--- src/rtl/drvcal_pkg.sv ---
package drvcal_pkg;

    // Decision taken at an evaluation edge
    typedef enum logic [1:0] {
        ADJ_HOLD = 2'd0,
        ADJ_UP   = 2'd1,
        ADJ_DOWN = 2'd2
    } adj_e;

    // Comparator sample
    typedef struct packed {
        logic too_strong;
        logic too_weak;
    } cmp_s;

    // Map comparator flags to an adjustment direction
    function automatic adj_e decide(input cmp_s c);
        adj_e r;
        unique case ({c.too_strong, c.too_weak})
            2'b01:   r = ADJ_UP;
            2'b10:   r = ADJ_DOWN;
            default: r = ADJ_HOLD;
        endcase
        return r;
    endfunction

endpackage

--- src/rtl/drvcal_timer.sv ---
module drvcal_timer #(
    parameter int PERIOD = 256
) (
    input  logic clk,
    input  logic rst,
    output logic fire_o
);
    localparam int CW = (PERIOD > 2) ? $clog2(PERIOD) : 1;
    localparam logic [CW-1:0] LAST = CW'(PERIOD - 1);

    logic [CW-1:0] cnt_q;

    initial begin
        if (PERIOD < 2) $error("PERIOD must be at least 2");
    end

    always_ff @(posedge clk) begin
        if (rst) begin
            cnt_q <= '0;
        end else if (cnt_q == LAST) begin
            cnt_q <= '0;
        end else begin
            cnt_q <= cnt_q + 1'b1;
        end
    end

    assign fire_o = (cnt_q == LAST);


    cnt_range_chk: assert property (@(posedge clk) disable iff (rst)
        cnt_q <= LAST);


    fire_wrap_chk: assert property (@(posedge clk) disable iff (rst)
        fire_o |=> (cnt_q == '0));

endmodule

--- src/rtl/drvcal_decide.sv ---
module drvcal_decide
    import drvcal_pkg::*;
(
    input  logic strong_i,
    input  logic weak_i,
    output adj_e adj_o
);
    cmp_s cmp;

    always_comb begin
        cmp.too_strong = strong_i;
        cmp.too_weak   = weak_i;
        adj_o          = decide(cmp);
    end

endmodule

--- src/rtl/drvcal_stepper.sv ---
module drvcal_stepper
    import drvcal_pkg::*;
#(
    parameter int CODE_W = 6
) (
    input  logic              clk,
    input  logic              rst,
    input  logic              fire_i,
    input  adj_e              adj_i,
    output logic [CODE_W-1:0] code_o,
    output logic              eval_o
);
    localparam logic [CODE_W-1:0] MID  = CODE_W'(1) << (CODE_W - 1);
    localparam logic [CODE_W-1:0] TOP  = '1;
    localparam logic [CODE_W-1:0] ZERO = '0;

    logic [CODE_W-1:0] code_q;
    logic [CODE_W-1:0] code_d;
    logic              eval_q;

    always_comb begin
        code_d = code_q;
        unique case (adj_i)
            ADJ_UP:   if (code_q != TOP)  code_d = code_q + 1'b1;
            ADJ_DOWN: if (code_q != ZERO) code_d = code_q - 1'b1;
            default:  code_d = code_q;
        endcase
    end

    always_ff @(posedge clk) begin
        if (rst) begin
            code_q <= MID;
            eval_q <= 1'b0;
        end else begin
            eval_q <= fire_i;
            if (fire_i) code_q <= code_d;
        end
    end

    assign code_o = code_q;
    assign eval_o = eval_q;


    hold_between_chk: assert property (@(posedge clk) disable iff (rst)
        !$past(fire_i) |-> $stable(code_q));


    one_step_chk: assert property (@(posedge clk) disable iff (rst)
        (code_q == $past(code_q)) || (code_q == $past(code_q) + 1'b1) ||
        ($past(code_q) == code_q + 1'b1));


    no_top_wrap_chk: assert property (@(posedge clk) disable iff (rst)
        ($past(code_q) == TOP) |-> (code_q != ZERO));


    no_bottom_wrap_chk: assert property (@(posedge clk) disable iff (rst)
        ($past(code_q) == ZERO) |-> (code_q != TOP));


    single_strobe_chk: assert property (@(posedge clk) disable iff (rst)
        eval_q |=> !eval_q);

endmodule

--- src/rtl/drive_trim_ctrl.sv ---
module drive_trim_ctrl
    import drvcal_pkg::*;
#(
    parameter int CODE_W = 6,
    parameter int PERIOD = 256
) (
    input  logic              clk,
    input  logic              rst,
    input  logic              strong_i,
    input  logic              weak_i,
    output logic [CODE_W-1:0] code_o,
    output logic              eval_o
);
    logic fire;
    adj_e adj_req;
    adj_e adj_gated;

    drvcal_timer #(.PERIOD(PERIOD)) u_timer (
        .clk    (clk),
        .rst    (rst),
        .fire_o (fire)
    );

    drvcal_decide u_decide (
        .strong_i (strong_i),
        .weak_i   (weak_i),
        .adj_o    (adj_req)
    );

    assign adj_gated = fire ? adj_req : ADJ_HOLD;

    drvcal_stepper #(.CODE_W(CODE_W)) u_step (
        .clk    (clk),
        .rst    (rst),
        .fire_i (fire),
        .adj_i  (adj_gated),
        .code_o (code_o),
        .eval_o (eval_o)
    );


    match_hold_chk: assert property (@(posedge clk) disable iff (rst)
        (fire && !strong_i && !weak_i) |=> $stable(code_o));


    invalid_hold_chk: assert property (@(posedge clk) disable iff (rst)
        (fire && strong_i && weak_i) |=> $stable(code_o));

endmodule

--- config.mk ---
export PLATFORM = sky130hd
export DESIGN_NAME = drive_trim_ctrl
export DESIGN_NICKNAME = d
export VERILOG_FILES = /design/src/rtl/drvcal_pkg.sv /design/src/rtl/drvcal_timer.sv /design/src/rtl/drvcal_decide.sv /design/src/rtl/drvcal_stepper.sv /design/src/rtl/drive_trim_ctrl.sv
export SDC_FILE = /design/constraint.sdc
export NUM_CORES = 1
export LEC_CHECK = 0
export ABC_CLOCK_PERIOD_IN_PS = 8800
export BUFFER_PORTS_ARGS = -buffer_cell sky130_fd_sc_hd__buf_2
export CAP_MARGIN = 20
export CELL_PAD_IN_SITES_DETAIL_PLACEMENT = 0
export CELL_PAD_IN_SITES_GLOBAL_PLACEMENT = 1
export CORE_MARGIN = 1
export CORE_UTILIZATION = 45
export CTS_CLUSTER_SIZE = 8
export DETAILED_ROUTE_END_ITERATION = 8
export HOLD_SLACK_MARGIN = 0.1
export PLACE_DENSITY = 0.88
export RECOVER_POWER = 50
export SETUP_SLACK_MARGIN = 0.02
export SLEW_MARGIN = 20
export SYNTH_ARGS = -nofsm -noshare
export SYNTH_HDL_FRONTEND = slang
export SYNTH_SLANG_ARGS = --single-unit
--- constraint.sdc ---
create_clock -name clk -period 8.8 [get_ports clk]
set_input_delay 1.32 -clock clk [delete_from_list [all_inputs] [get_ports clk]]
set_output_delay 1.32 -clock clk [all_outputs]
set_load 0.02 [all_outputs]
# [After elaboration in Yosys (flattened, before gate mapping)]
# Cells that the tools add are included.
[op_classes] n_addsub=3 eq_ne=8 muxes=5 n_reduce_logical=4
[ops] op="$mux 6" count=2
[ops] op="$pmux 6 s2" count=1
[ops] op="$add 8x1->8 const B" count=1
[ops] op="$eq 8x8->1 const B" count=1
[ops] op="$add 6x1->6 const B" count=1
[ops] op="$ne 6x6->1 const B" count=1
[ops] op="$reduce_bool 6->1" count=1
[ops] op="$sub 6x1->6 const B" count=1
[ops] op="$eq 2x1->1 const B" count=2
[ops] op="$eq 2x2->1 const B" count=2
[ops] op="$ne 2x1->1 const B" count=2
[ops] op="$pmux 2 s2" count=1
[ops] op="$reduce_and 4->1" count=1
[ops] op="$mux 2" count=1
[ops] op="$reduce_bool 2->1" count=1
[ops] op="$reduce_or 2->1" count=1
[word_totals] reg_bits=15 input_bits=4 wordCells=23

# [Depth between registers and ports, before layout]
# Gate-level depths: netlist of run 1.
[logic_depth] ltp_word=6 ltp_mapped=15 ltp_nobuf=13

# [Modules after synthesis]
# From an unflattened synthesis of run 1, not the netlist that was laid out.
[unflattened] cells_unflattened=96 area_unflattened_um2=808.3
[by_module_without_submodules] mod="drvcal_stepper" n_inst=1 cells_each=54 area_per_inst_um2=445.4
[by_module_without_submodules] mod="drvcal_timer" n_inst=1 cells_each=38 area_per_inst_um2=335.3
[by_module_without_submodules] mod="drvcal_decide" n_inst=1 cells_each=2 area_per_inst_um2=15.0
[by_module_without_submodules] mod="drive_trim_ctrl" n_inst=1 cells_each=2 area_per_inst_um2=12.5

# [Worst setup path before layout of run 1]
# Ideal clock, no wire load.
[synth_path] kind="input port to flip-flop" start="in strong_i" end="reg u_step.code_q[4], in the netlist u_step.code_o[4]" setup_time_ps=121 arrival_ps=3275 required_ps=8679 setup_slack_ps=5405 cell_stages=11 path_buffers=1 cell_sequence="nor3b_1 -> inv_1 -> ha_1 -> clkbuf_1 -> xor2_1 -> ha_1 -> inv_1 -> o21ai_0 -> a21o_1 -> a31oi_1 -> mux2_2"
[synth_between] elab_chain_len=6 elab_cells_between_ends=11 cone_classes="eq/ne (6); mux (3); reduce/logical (2)"
[synth_rtl] element="from (decl)" line="drive_trim_ctrl.sv:9" text="input logic strong_i,"
[synth_rtl] element="$eq 2x2->1 or $eq 2x1->1 (tied branches)" line="drvcal_pkg.sv:19" text="unique case ({c.too_strong, c.too_weak})"
[synth_rtl] element="$pmux 2 s2 *" line="drvcal_pkg.sv:19"
[synth_rtl] element="$mux 2 *" line="drive_trim_ctrl.sv:30" text="assign adj_gated = fire ? adj_req : ADJ_HOLD;"
[synth_rtl] element="$eq 2x2->1 or $eq 2x1->1 (tied branches)" line="drvcal_stepper.sv:23" text="unique case (adj_i)"
[synth_rtl] element="$ne 2x1->1 (no source line) or $reduce_bool 2->1 (tied branches)"
[synth_rtl] element="$reduce_and 4->1 (no source line)"
[synth_rtl] element="to (signal assigned)" line="drvcal_stepper.sv:36" text="if (fire_i) code_q <= code_d;"
[synth_rtl] element="to (decl)" line="drvcal_stepper.sv:17" text="logic [CODE_W-1:0] code_q;"
# Every way passes the cells marked *; elsewhere a longest branch is shown, timed or not.
# A chain may end at the register's enable or synchronous reset.

# [Final worst setup path of run 1]
[layout_path] start="reg u_timer.cnt_q[0]" end="reg u_step.code_q[5], in the netlist u_step.code_o[5]"
[layout_between] elab_chain_len=5 elab_cells_between_ends=9 cone_classes="eq/ne (5); mux (2); reduce/logical (2)"
[layout_rtl] element="from (decl)" line="drvcal_timer.sv:11" text="logic [CW-1:0] cnt_q;"
[layout_rtl] element="from (signal assigned)" line="drvcal_timer.sv:23" text="cnt_q <= cnt_q + 1'b1;"
[layout_rtl] element="$eq 8x8->1 *" line="drvcal_timer.sv:27" text="assign fire_o = (cnt_q == LAST);"
[layout_rtl] element="$mux 2" line="drive_trim_ctrl.sv:30"
[layout_rtl] element="$eq 2x2->1 or $eq 2x1->1 (tied branches)" line="drvcal_stepper.sv:23"
[layout_rtl] element="$ne 2x1->1 (no source line) or $reduce_bool 2->1 (tied branches)"
[layout_rtl] element="$reduce_and 4->1 (no source line)"
# Marked as above.

==> impl_metrics.csv, run 1 <==
group,metric,value,unit
clock_network,path_clk_slew,90,ps
timing,maxClockFrequency,270,MHz
timing,timing.hold.ws,513,ps
setup_path,crit_type,"flop to flop",
floorplanning,rows,16,
setup_path,critPathCaptureType,"flop",
floorplanning,die_x,48.0,um
logic_synthesis,async_flop_share,0,%
setup_path,path_max_fanout,15,
clock_network,clock-sinks,15,
clock_network,ctsHtreeMaxLevel,1,
route,routed_wl,1.77,mm
clock_network,cts_tree,"done",
global_routing,grt_pass1_vias,686,
status,outcome,"completed",
setup_path,worstPathArrival,3880,ps
global_routing,antenna_found_initial,0,
setup_path,cpMaxStageDelayCell,"ha_1",
cells_and_area,nNetsFinal,128,
route,drc,0,
route,viasPerCell,5.52,
timing,min_period,3700,ps
floorplanning,die_h,48.0,um
route,ant_nets,0,
setup_path,max_stage_delay,440,ps
logic_synthesis,synthesis.nets,122,
logic_synthesis,seq_area_frac_synth,31.5,%
floorplanning,start_util,48.1,%
timing,rsz0062_at_grt,"no",
clock_network,postCtsHoldBufs,0,
pwr,peakVddDrop,0.113,mV
clock_network,cts_inserted_buffers,3,
clock_network,cts_setup_buffers,0,
route,dr.pass1.iters,4,
timing,finalCritPeriodShare,42.0,%
cells_and_area,final_core_util,51.8,%
cells_and_area,area_growth_syn_to_layout,7.61,%
job,maxCapViolCount,0,
cells_and_area,antenna_cells,0,
timing,skew,4.56,ps
global_routing,grt_usage,18.2,%
setup_path,crit_chain,"ha_1 > and4_1 > and4_1 > nand3b_1 > inv_1 > ha_1 > or3b_1 > or4_4 > o2111ai_4 > a221oi_1 > a221o_1",
route,vias,800,
floorplanning,die-area,2310,um2
logic_synthesis,synth_area,953,um2
global_routing,grt_max_degree,17,
route,drt_iter0_drc,9,
setup_path,path_buf_inv,1,
timing,slew_headroom,56.7,%
place,portBuffers,10,
floorplanning,core-area,1980,um2
timing,finalSetupViolations,0,
pwr,pwr_density_cell,109,nW/um2
place,gp_congestion,0.792,
timing,tns,0,ps
logic_synthesis,ys.flop_type,"dfxtp_1",
timing,hold_viol_final,0,
clock_network,cts_buffer_depth,2,
place,dp_hpwl,1.29,mm
logic_synthesis,syn-mean-instance-area,8.44,um2
timing,drv_slew,0,
global_routing,grt_pass1_wl,2.94,mm
logic_synthesis,synth-seq-cells,15,
clock_network,insertion_delay,280,ps
cells_and_area,fill_cells,197,
logic_synthesis,ys_types,39,
place,numPlacedInstances,141,
cells_and_area,final_layout_size_suffix_gt1_share,11.9,%
global_routing,gr-total-overflow,0,
setup_path,path_delay_family,"simple AND/OR/NAND/NOR gates",
logic_synthesis,synth_edf_count,0,
setup_path,cp-start-kind,"flop",
clock_network,cts_root_buffer,"clkbuf_4",
pwr,leakagePower,0.399,nW
worst_hold_path,hp-class,"flop to flop",
route,wl_per_cell,12.2,um
logic_synthesis,synth.yosys.warnings,0,
logic_synthesis,syn_inst,113,
cells_and_area,final_cells,145,
setup_path,cp.required,8980,ps
timing,tightest_slew,649,ps
floorplanning,io_pins,11,
clock_network,ctsResizeCount,0,
-- flip-flops by register name, indices dropped and copies added (netlist names) --
register       cells
u_step.code_o      6
u_step.eval_o      1
u_timer.cnt_q      8
-- layout make-up --
class / count / area, um2 / area share [%]
clock buffer: 3 / 22.5 / 2.20
clock inverter: 1 / 5.00 / 0.488
tap: 27 / 33.8 / 3.29
multi-input combinational: 85 / 603 / 58.8
sequential: 15 / 300 / 29.3
timing repair buffer: 10 / 46.3 / 4.51
inverter: 4 / 15.0 / 1.46
-- cell usage in the layout (no fill, tap or decap), drive strengths merged, types with 2 or more instances in the layout --
| cell | n |
|---|---|
| a31oi | 2 |
| dfxtp | 15 |
| inv | 4 |
| buf | 7 |
| and4 | 3 |
| nand3 | 3 |
| nand4 | 3 |
| nor3b | 3 |
| a21o | 3 |
| or3 | 3 |
| clkbuf | 6 |
| o21ai | 4 |
| nor2b | 2 |
| a221oi | 2 |
| a21oi | 4 |
| nor3 | 3 |
| nor2 | 10 |
| nand2 | 8 |
| xor2 | 8 |
| nand3b | 2 |
| ha | 5 |
-- metal layers --
metal	wire length, um	global-route usage (%)
met4	9	3.33
met3	71	4.53
met2	834	30.8
met5	0	0
met1	855	23.4
-- final timing paths --
kind                            depth (start not counted)                            end  slack, ps                        start
worst max-delay path                                   11  u_step.code_o[5]$_SDFFE_PP1P_       5100  u_timer.cnt_q[0]$_SDFF_PP0_
worst max register to register                         11  u_step.code_o[5]$_SDFFE_PP1P_       5100  u_timer.cnt_q[0]$_SDFF_PP0_
worst min-delay path                                    2    u_timer.cnt_q[7]$_SDFF_PP0_        510  u_timer.cnt_q[7]$_SDFF_PP0_
worst min register to register                          2    u_timer.cnt_q[7]$_SDFF_PP0_        510  u_timer.cnt_q[7]$_SDFF_PP0_
-- cells in the mapped netlist (2+ instances only) --
cell type / instances / area, um2
a21o_1: 3 / 22.5
a21oi_1: 4 / 20.0
a221oi_1: 2 / 17.5
a31oi_1: 2 / 12.5
and4_1: 3 / 26.3
clkbuf_1: 7 / 26.3
dfxtp_1: 15 / 300
ha_1: 5 / 62.6
inv_1: 4 / 15.0
nand2_1: 8 / 30.0
nand3_1: 3 / 15.0
nand3b_1: 2 / 15.0
nand4_1: 3 / 18.8
nor2_1: 10 / 37.5
nor2b_1: 2 / 12.5
nor3_1: 3 / 15.0
nor3b_1: 3 / 22.5
o21ai_0: 4 / 20.0
or3_1: 3 / 18.8
xor2_1: 8 / 70.1
-- where the power goes --
part / switching, mW / total, mW / internal, mW
Combinational: 0.00191 / 0.00368 / 0.00177
Clock: 0.0215 / 0.0383 / 0.0168
Sequential: 0.00128 / 0.0703 / 0.0690
Total: 0.0247 / 0.112 / 0.0876
-- kinds of logic after synthesis --
| family | after synthesis | synth area share (%) |
|---|---|---|
| flip-flops | 15 | 31.5 |
| buffers and inverters | 13 | 5.25 |
| XOR/XNOR | 9 | 8.27 |
| AO/OA/AOI/OAI | 22 | 17.6 |
| multiplexers | 2 | 2.23 |
| adder cells (fa/ha/maj) | 5 | 6.56 |
| AND/OR/NAND/NOR | 47 | 28.6 |
-- metrics by stage --
step                worst slack (ps)  power [mW]  cell area [um2]
floorplan                       5400      0.0741              953
global placement                5020      0.0755             1000
detailed placement              4950      0.0757             1000
CTS                             5100       0.115             1030
global route                    4840       0.118             1030
finish                          5100       0.112             1030
-- tightest hold or removal path, cell delays in order, from the launching register on --
cell,delay (ps)
dfxtp_1,340
o21ai_0,80
a21oi_1,60
Power figures use the tool's default switching activity.
==> run 2, diff against run 1 <==
--- a/config.mk
+++ b/config.mk
@@ -5,17 +5,18 @@
 export SDC_FILE = /design/constraint.sdc
 export NUM_CORES = 1
 export LEC_CHECK = 0
-export ABC_CLOCK_PERIOD_IN_PS = 8800
+export ABC_AREA = 1
+export ABC_CLOCK_PERIOD_IN_PS = 3600
 export BUFFER_PORTS_ARGS = -buffer_cell sky130_fd_sc_hd__buf_2
 export CAP_MARGIN = 20
 export CELL_PAD_IN_SITES_DETAIL_PLACEMENT = 0
 export CELL_PAD_IN_SITES_GLOBAL_PLACEMENT = 1
 export CORE_MARGIN = 1
-export CORE_UTILIZATION = 45
+export CORE_UTILIZATION = 39
 export CTS_CLUSTER_SIZE = 8
 export DETAILED_ROUTE_END_ITERATION = 8
 export HOLD_SLACK_MARGIN = 0.1
-export PLACE_DENSITY = 0.88
+export PLACE_DENSITY = 0.83
 export RECOVER_POWER = 50
 export SETUP_SLACK_MARGIN = 0.02
 export SLEW_MARGIN = 20
==> constraint.sdc (replaced) <==
create_clock -name clk -period 3.6 [get_ports clk]
set_input_delay 0.54 -clock clk [delete_from_list [all_inputs] [get_ports clk]]
set_output_delay 0.54 -clock clk [all_outputs]
set_load 0.02 [all_outputs]
==> run 2 against run 1 <==
Critical path depth grew 6; synthesized cell count increased by 26%; worst setup slack got worse by 4400 ps; flip-flop and latch count unchanged; worst hold slack lost 63 ps; sequential share of layout area is 0.29 points higher; largest cell class unchanged; highest routed layer unchanged.
==> impl_metrics.csv, run 2 <==
group,metric,value,unit
status,outcome,"completed",
floorplanning,core-area,2210,um2
timing,finalSetupViolations,0,
floorplanning,rows,17,
logic_synthesis,synth.top_cells.by_count,"nand2_1, nor2_1, inv_1, dfxtp_1, nand3_1",
cells_and_area,antenna_cells,0,
cells_and_area,nNetsFinal,166,
global_routing,grt_max_degree,10,
place,portBuffers,10,
clock_network,path_clk_slew,90,ps
route,ant_nets,0,
setup_path,cp-start-kind,"flop",
clock_network,clock-sinks,15,
route,drc,0,
setup_path,max_stage_delay,370,ps
cells_and_area,final_core_util,45.9,%
cells_and_area,largest_reg_flops,8,
cells_and_area,fill_cells,230,
clock_network,cts_buffer_depth,2,
timing,slew_headroom,75.7,%
floorplanning,die_x,50.6,um
logic_synthesis,yosysTopAreaCell,"dfxtp_1",
route,vias,886,
setup_path,worstPathArrival,3080,ps
logic_synthesis,synth-seq-cells,15,
logic_synthesis,syn-mean-instance-area,6.49,um2
global_routing,antenna_found_initial,0,
route,drt_iter0_drc,16,
clock_network,postCtsHoldBufs,0,
global_routing,grt_pass1_wl,3.35,mm
floorplanning,io_pins,11,
global_routing,gr-total-overflow,0,
timing,maxClockFrequency,346,MHz
setup_path,crit_type,"flop to flop",
floorplanning,die-area,2560,um2
worst_hold_path,min-delay-start,"rst",
route,viasPerCell,4.82,
timing,drv_slew,0,
logic_synthesis,ys_types,20,
timing,finalCritPeriodShare,80.3,%
clock_network,ctsResizeCount,0,
timing,hold_viol_final,0,
logic_synthesis,netlist_top_cells_area,"dfxtp_1, nand2_1, nor2_1, inv_1, ha_1",
setup_path,crit_chain,"ha_1 > nand3_1 > nor3_1 > inv_1 > nor3_1 > inv_1 > ha_1 > inv_2 > nand2_1 > nand2_1 > inv_1 > ha_1 > o21bai_1 > nand2_1 > nand3_1 > a21oi_1 > nor2_1",
global_routing,grt_usage,17.2,%
logic_synthesis,synthesis.nets,151,
logic_synthesis,yosysMostFrequentCell,"nand2_1",
logic_synthesis,syn_inst,142,
setup_path,rr_startpoint,"u_timer.cnt_q[0]$_SDFF_PP0_",
setup_path,path_buf_inv,4,
route,dr.pass1.iters,5,
logic_synthesis,synth_top_area_share,32.6,%
floorplanning,die_h,50.6,um
setup_path,path_delay_family,"simple AND/OR/NAND/NOR gates",
job,maxCapViolCount,0,
timing,min_period,2890,ps
timing,tightest_slew,362,ps
floorplanning,start_util,41.7,%
pwr,leakagePower,0.489,nW
timing,tns,0,ps
cells_and_area,final_cells,184,
route,routed_wl,1.89,mm
worst_hold_path,hp-class,"primary input to flop",
clock_network,cts_inserted_buffers,3,
logic_synthesis,ys.flop_type,"dfxtp_1",
clock_network,ctsHtreeMaxLevel,1,
logic_synthesis,async_flop_share,0,%
clock_network,cts_setup_buffers,0,
pwr,pwr_density_cell,276,nW/um2
clock_network,cts_tree,"done",
setup_path,cp.required,3790,ps
setup_path,timing.critical_path.from,"u_timer.cnt_q[0]$_SDFF_PP0_",
clock_network,insertion_delay,290,ps
place,numPlacedInstances,180,
pwr,peakVddDrop,0.186,mV
place,gp_congestion,0.927,
cells_and_area,area_growth_syn_to_layout,10.2,%
timing,skew,1.09,ps
place,dp_hpwl,1.48,mm
timing,rsz0062_at_grt,"no",
logic_synthesis,synth_area,922,um2
setup_path,critPathCaptureType,"flop",
timing,timing.hold.ws,450,ps
cells_and_area,final_layout_size_suffix_gt1_share,8.97,%
clock_network,cts_root_buffer,"clkbuf_4",
global_routing,grt_pass1_vias,862,
logic_synthesis,synth_edf_count,0,
logic_synthesis,seq_area_frac_synth,32.6,%
setup_path,path_max_fanout,7,
setup_path,cpMaxStageDelayCell,"dfxtp_1",
logic_synthesis,synth.yosys.warnings,0,
cells_and_area,layout_common_cells,"nand2_1, nor2_1, inv_1",
cells_and_area,largest-register,"u_timer.cnt_q",
route,wl_per_cell,10.3,um
cells_and_area,final_common_cell,"nand2_1",
run 2: cell count changes after synthesis, sizes merged, moves of 3 or more:
cell    before  now
nand2        8   45
inv          4   19
nor2        10   24
nand3        3   11
clkbuf       7    0
xor2         8    1
a21o         3    0
a21oi        4    7
and4         3    0
nand4        3    0
or3          3    0
run 2: final timing paths:
kind / endpoint / slack (ps) / cells after the start
setup reg to reg: u_step.code_o[4]$_SDFFE_PP0P_ / 710 / 17
hold reg to reg: u_timer.cnt_q[0]$_SDFF_PP0_ / 460 / 1
setup / recovery: u_step.code_o[4]$_SDFFE_PP0P_ / 710 / 17
hold / removal: u_step.code_o[0]$_SDFFE_PP0P_ / 450 / 2
run 2: metal layers:
layer	share of wire [%]	vias up	global-route usage, %
met5	0	-	0
met4	1.8	0	6.02
met3	4.5	5	5.45
met2	47	18	31.3
met1	46	395	18.3
li1	-	468	-
run 2: kinds of logic after synthesis:
logic type	synth area share (%)
adders and majority gates	6.78
xor gates and xnor gates	2.85
DFF	32.6
AOI/OAI and AO/OA	7.05
and+or+nand+nor	43.0
buffers and inverters	7.73
run 2: power by group:
part,switching (mW),internal [mW]
logic,0.00596,0.00412
clock network,0.0580,0.0414
registers,0.00188,0.169
total,0.0658,0.214
run 2: area by class of cell:
type,count,area (um2),area share [%]
Timing Repair Buffer,10,42.5,4.19
Sequential cell,15,300,29.6
Tap cell,28,35.0,3.45
Multi-Input combinational cell,108,539,53.1
Clock buffer,3,22.5,2.22
Clock inverter,1,5.00,0.493
Inverter,19,71.3,7.02
run 2: stage by stage:
step	total power [mW]	area, um2	setup WS [ps]
CTS	0.284	1030	820
global route	0.292	1020	387
detailed placement	0.185	1010	841
finish	0.280	1020	708
global placement	0.184	1010	937
floorplan	0.180	922	1150
run 2: worst register-to-register path: cells and delay by family, from the launching register on:
| kind | cells | cell delay (ps) |
|---|---|---|
| AO/OA/AOI/OAI | 2 | 330 |
| buffers and inverters | 4 | 410 |
| adder cells (fa/ha/maj) | 3 | 670 |
| AND/OR/NAND/NOR | 8 | 1040 |
| flip-flops | 1 | 370 |
==> run 3, diff against run 2 <==
--- a/config.mk
+++ b/config.mk
@@ -6,7 +6,7 @@
 export NUM_CORES = 1
 export LEC_CHECK = 0
 export ABC_AREA = 1
-export ABC_CLOCK_PERIOD_IN_PS = 3600
+export ABC_CLOCK_PERIOD_IN_PS = 3000
 export BUFFER_PORTS_ARGS = -buffer_cell sky130_fd_sc_hd__buf_2
 export CAP_MARGIN = 20
 export CELL_PAD_IN_SITES_DETAIL_PLACEMENT = 0
==> constraint.sdc (replaced) <==
create_clock -name clk -period 3 [get_ports clk]
set_input_delay 0.45 -clock clk [delete_from_list [all_inputs] [get_ports clk]]
set_output_delay 0.45 -clock clk [all_outputs]
set_load 0.02 [all_outputs]
==> run 3 against run 2 <==
Fmax increased by 7.5%; non-clock buffer count is the same; via count down 2.3%; count of clock-buffer cells in the layout is the same; routed wire length down 1.1%; clock skew fell by 0.51 ps; highest routed layer unchanged; worst setup slack worse by 400 ps; sequential power grew 21%; first-iteration DRC count down 38%; core utilization grew 0.68 points.
==> impl_metrics.csv, run 3 (synthesis results as in run 2) <==
group,metric,value,unit
timing,slew_headroom,82.4,%
clock_network,path_clk_slew,90,ps
cells_and_area,layout_common_cells,"nand2_1, nor2_1, inv_1",
timing,rsz0062_at_grt,"no",
clock_network,insertion_delay,280,ps
cells_and_area,area_growth_syn_to_layout,11.8,%
route,highest_layer,"met4",
cells_and_area,antenna_cells,0,
pwr,p_total,0.334,mW
route,ant_nets,0,
setup_path,cp-start-kind,"flop",
pwr,peakVddDrop,0.243,mV
setup_path,reg2reg_to,"u_step.code_o[4]$_SDFFE_PP0P_",
route,dr_wl_met3,77,um
setup_path,rr_startpoint,"u_timer.cnt_q[0]$_SDFF_PP0_",
setup_path,r2r_cells,17,
timing,maxClockFrequency,372,MHz
setup_path,critPathCaptureType,"flop",
timing,finalCritPeriodShare,89.7,%
cells_and_area,final_common_cell,"nand2_1",
timing,skew,0.582,ps
clock_network,cts_setup_buffers,0,
clock_network,ctsResizeCount,0,
setup_path,cp.required,3190,ps
timing,timing.hold.ws,360,ps
floorplanning,die-area,2560,um2
floorplanning,die_x,50.6,um
setup_path,r2r_setup_slack,310,ps
timing,tns,0,ps
global_routing,grt_max_degree,10,
worst_hold_path,min_delay_path_depth,2,
timing,tightest_slew,264,ps
timing,min_period,2690,ps
timing,hold_viol_final,0,
clock_network,cts_buffer_depth,2,
worst_hold_path,min_delay_worst_endpoint,"u_step.code_o[0]$_SDFFE_PP0P_",
route,met1Wirelength,885,um
setup_path,worstPathArrival,2880,ps
clock_network,clock-sinks,15,
route,vias,866,
global_routing,grt_pass1_wl,3.39,mm
worst_hold_path,min-delay-start,"rst",
clock_network,postCtsHoldBufs,0,
pwr,leakagePower,0.503,nW
global_routing,grt_pass1_vias,787,
floorplanning,rows,17,
global_routing,antenna_found_initial,0,
cells_and_area,largest_reg_flops,8,
global_routing,gr-total-overflow,0,
cells_and_area,nNetsFinal,166,
place,numPlacedInstances,180,
timing,finalSetupViolations,0,
route,wl_met2,886,um
floorplanning,core-area,2210,um2
route,dr.pass1.iters,4,
place,dp_hpwl,1.50,mm
route,wl_per_cell,10.1,um
timing,drv_slew,0,
pwr,pwr_density_cell,324,nW/um2
clock_network,ctsHtreeMaxLevel,1,
route,drt_iter0_drc,10,
job,maxCapViolCount,0,
floorplanning,die_h,50.6,um
route,routed_wl,1.87,mm
route,drc,0,
floorplanning,start_util,41.7,%
cells_and_area,final_layout_size_suffix_gt1_share,9.62,%
floorplanning,io_pins,11,
place,gp_congestion,0.853,
worst_hold_path,hp-class,"primary input to flop",
global_routing,grt_usage,17.9,%
status,outcome,"completed",
place,portBuffers,10,
route,viasPerCell,4.71,
clock_network,cts_tree,"done",
clock_network,cts_inserted_buffers,3,
cells_and_area,final_cells,184,
cells_and_area,largest-register,"u_timer.cnt_q",
clock_network,cts_root_buffer,"clkbuf_4",
setup_path,path_max_fanout,7,
setup_path,crit_type,"flop to flop",
run 3: cell types whose count changed in the layout (fill, tap and decap cells not counted):
cell      delta
nor3_1       -2
clkbuf_1     +1
nor3_2       +1
nor3_4       +1
buf_2        -1
run 3: worst max-delay path by stage:
stage / startpoint / endpoint / depth (start not counted)
2_1_floorplan: u_timer.cnt_q[0]$_SDFF_PP0_ / u_step.code_o[4]$_SDFFE_PP0P_ / 17
3_3_place_gp: u_timer.cnt_q[0]$_SDFF_PP0_ / u_step.code_o[4]$_SDFFE_PP0P_ / 17
3_5_place_dp: u_timer.cnt_q[0]$_SDFF_PP0_ / u_step.code_o[4]$_SDFFE_PP0P_ / 17
4_1_cts: u_timer.cnt_q[0]$_SDFF_PP0_ / u_step.code_o[4]$_SDFFE_PP0P_ / 17
5_1_grt: u_timer.cnt_q[0]$_SDFF_PP0_ / u_step.code_o[4]$_SDFFE_PP0P_ / 17
6_report: u_timer.cnt_q[0]$_SDFF_PP0_ / u_step.code_o[4]$_SDFFE_PP0P_ / 17
run 3: layer usage:
layer | global-route usage (%) | vias to the layer above
li1 | - | 473
met1 | 21.4 | 379
met2 | 30.0 | 12
met3 | 5.76 | 2
met4 | 5.56 | 0
met5 | 0 | -
run 3: power breakdown:
part           switching (mW)  leakage [nW]  internal, mW
Sequential            0.00228         0.121         0.202
Clock                  0.0671        0.0177        0.0495
Combinational         0.00743         0.364       0.00497
Total                  0.0768         0.503         0.257
run 3: area by class of cell:
cell class | count | area, um2
sequential | 15 | 300
tap | 28 | 35.0
clock buffer | 3 | 22.5
inverter | 19 | 71.3
clock inverter | 1 | 5.00
multi-input combinational | 108 | 556
timing repair buffer | 10 | 41.3
fill | 256 | 1180
run 3: worst max-delay path, stage by stage, from the launching register on:
cell and delay, ps:
dfxtp_1 370, ha_1 210, nand3_1 180, nor3_4 200, inv_1 110, nor3_2 160, inv_1 90, ha_1 290
inv_2 120, nand2_1 60, nand2_1 70, inv_1 40, ha_1 160, o21bai_1 170, nand2_1 90, nand3_1 70
a21oi_1 150, nor2_1 50
run 3: through the flow:
step	util (%)	instance area (um2)	worst slack, ps
after floorplan	-	922	549
after global placement	45.5	1010	315
after detailed placement	45.5	1010	217
after CTS	46.8	1030	179
after global routing	46.6	1030	55.2
final	46.6	1030	310
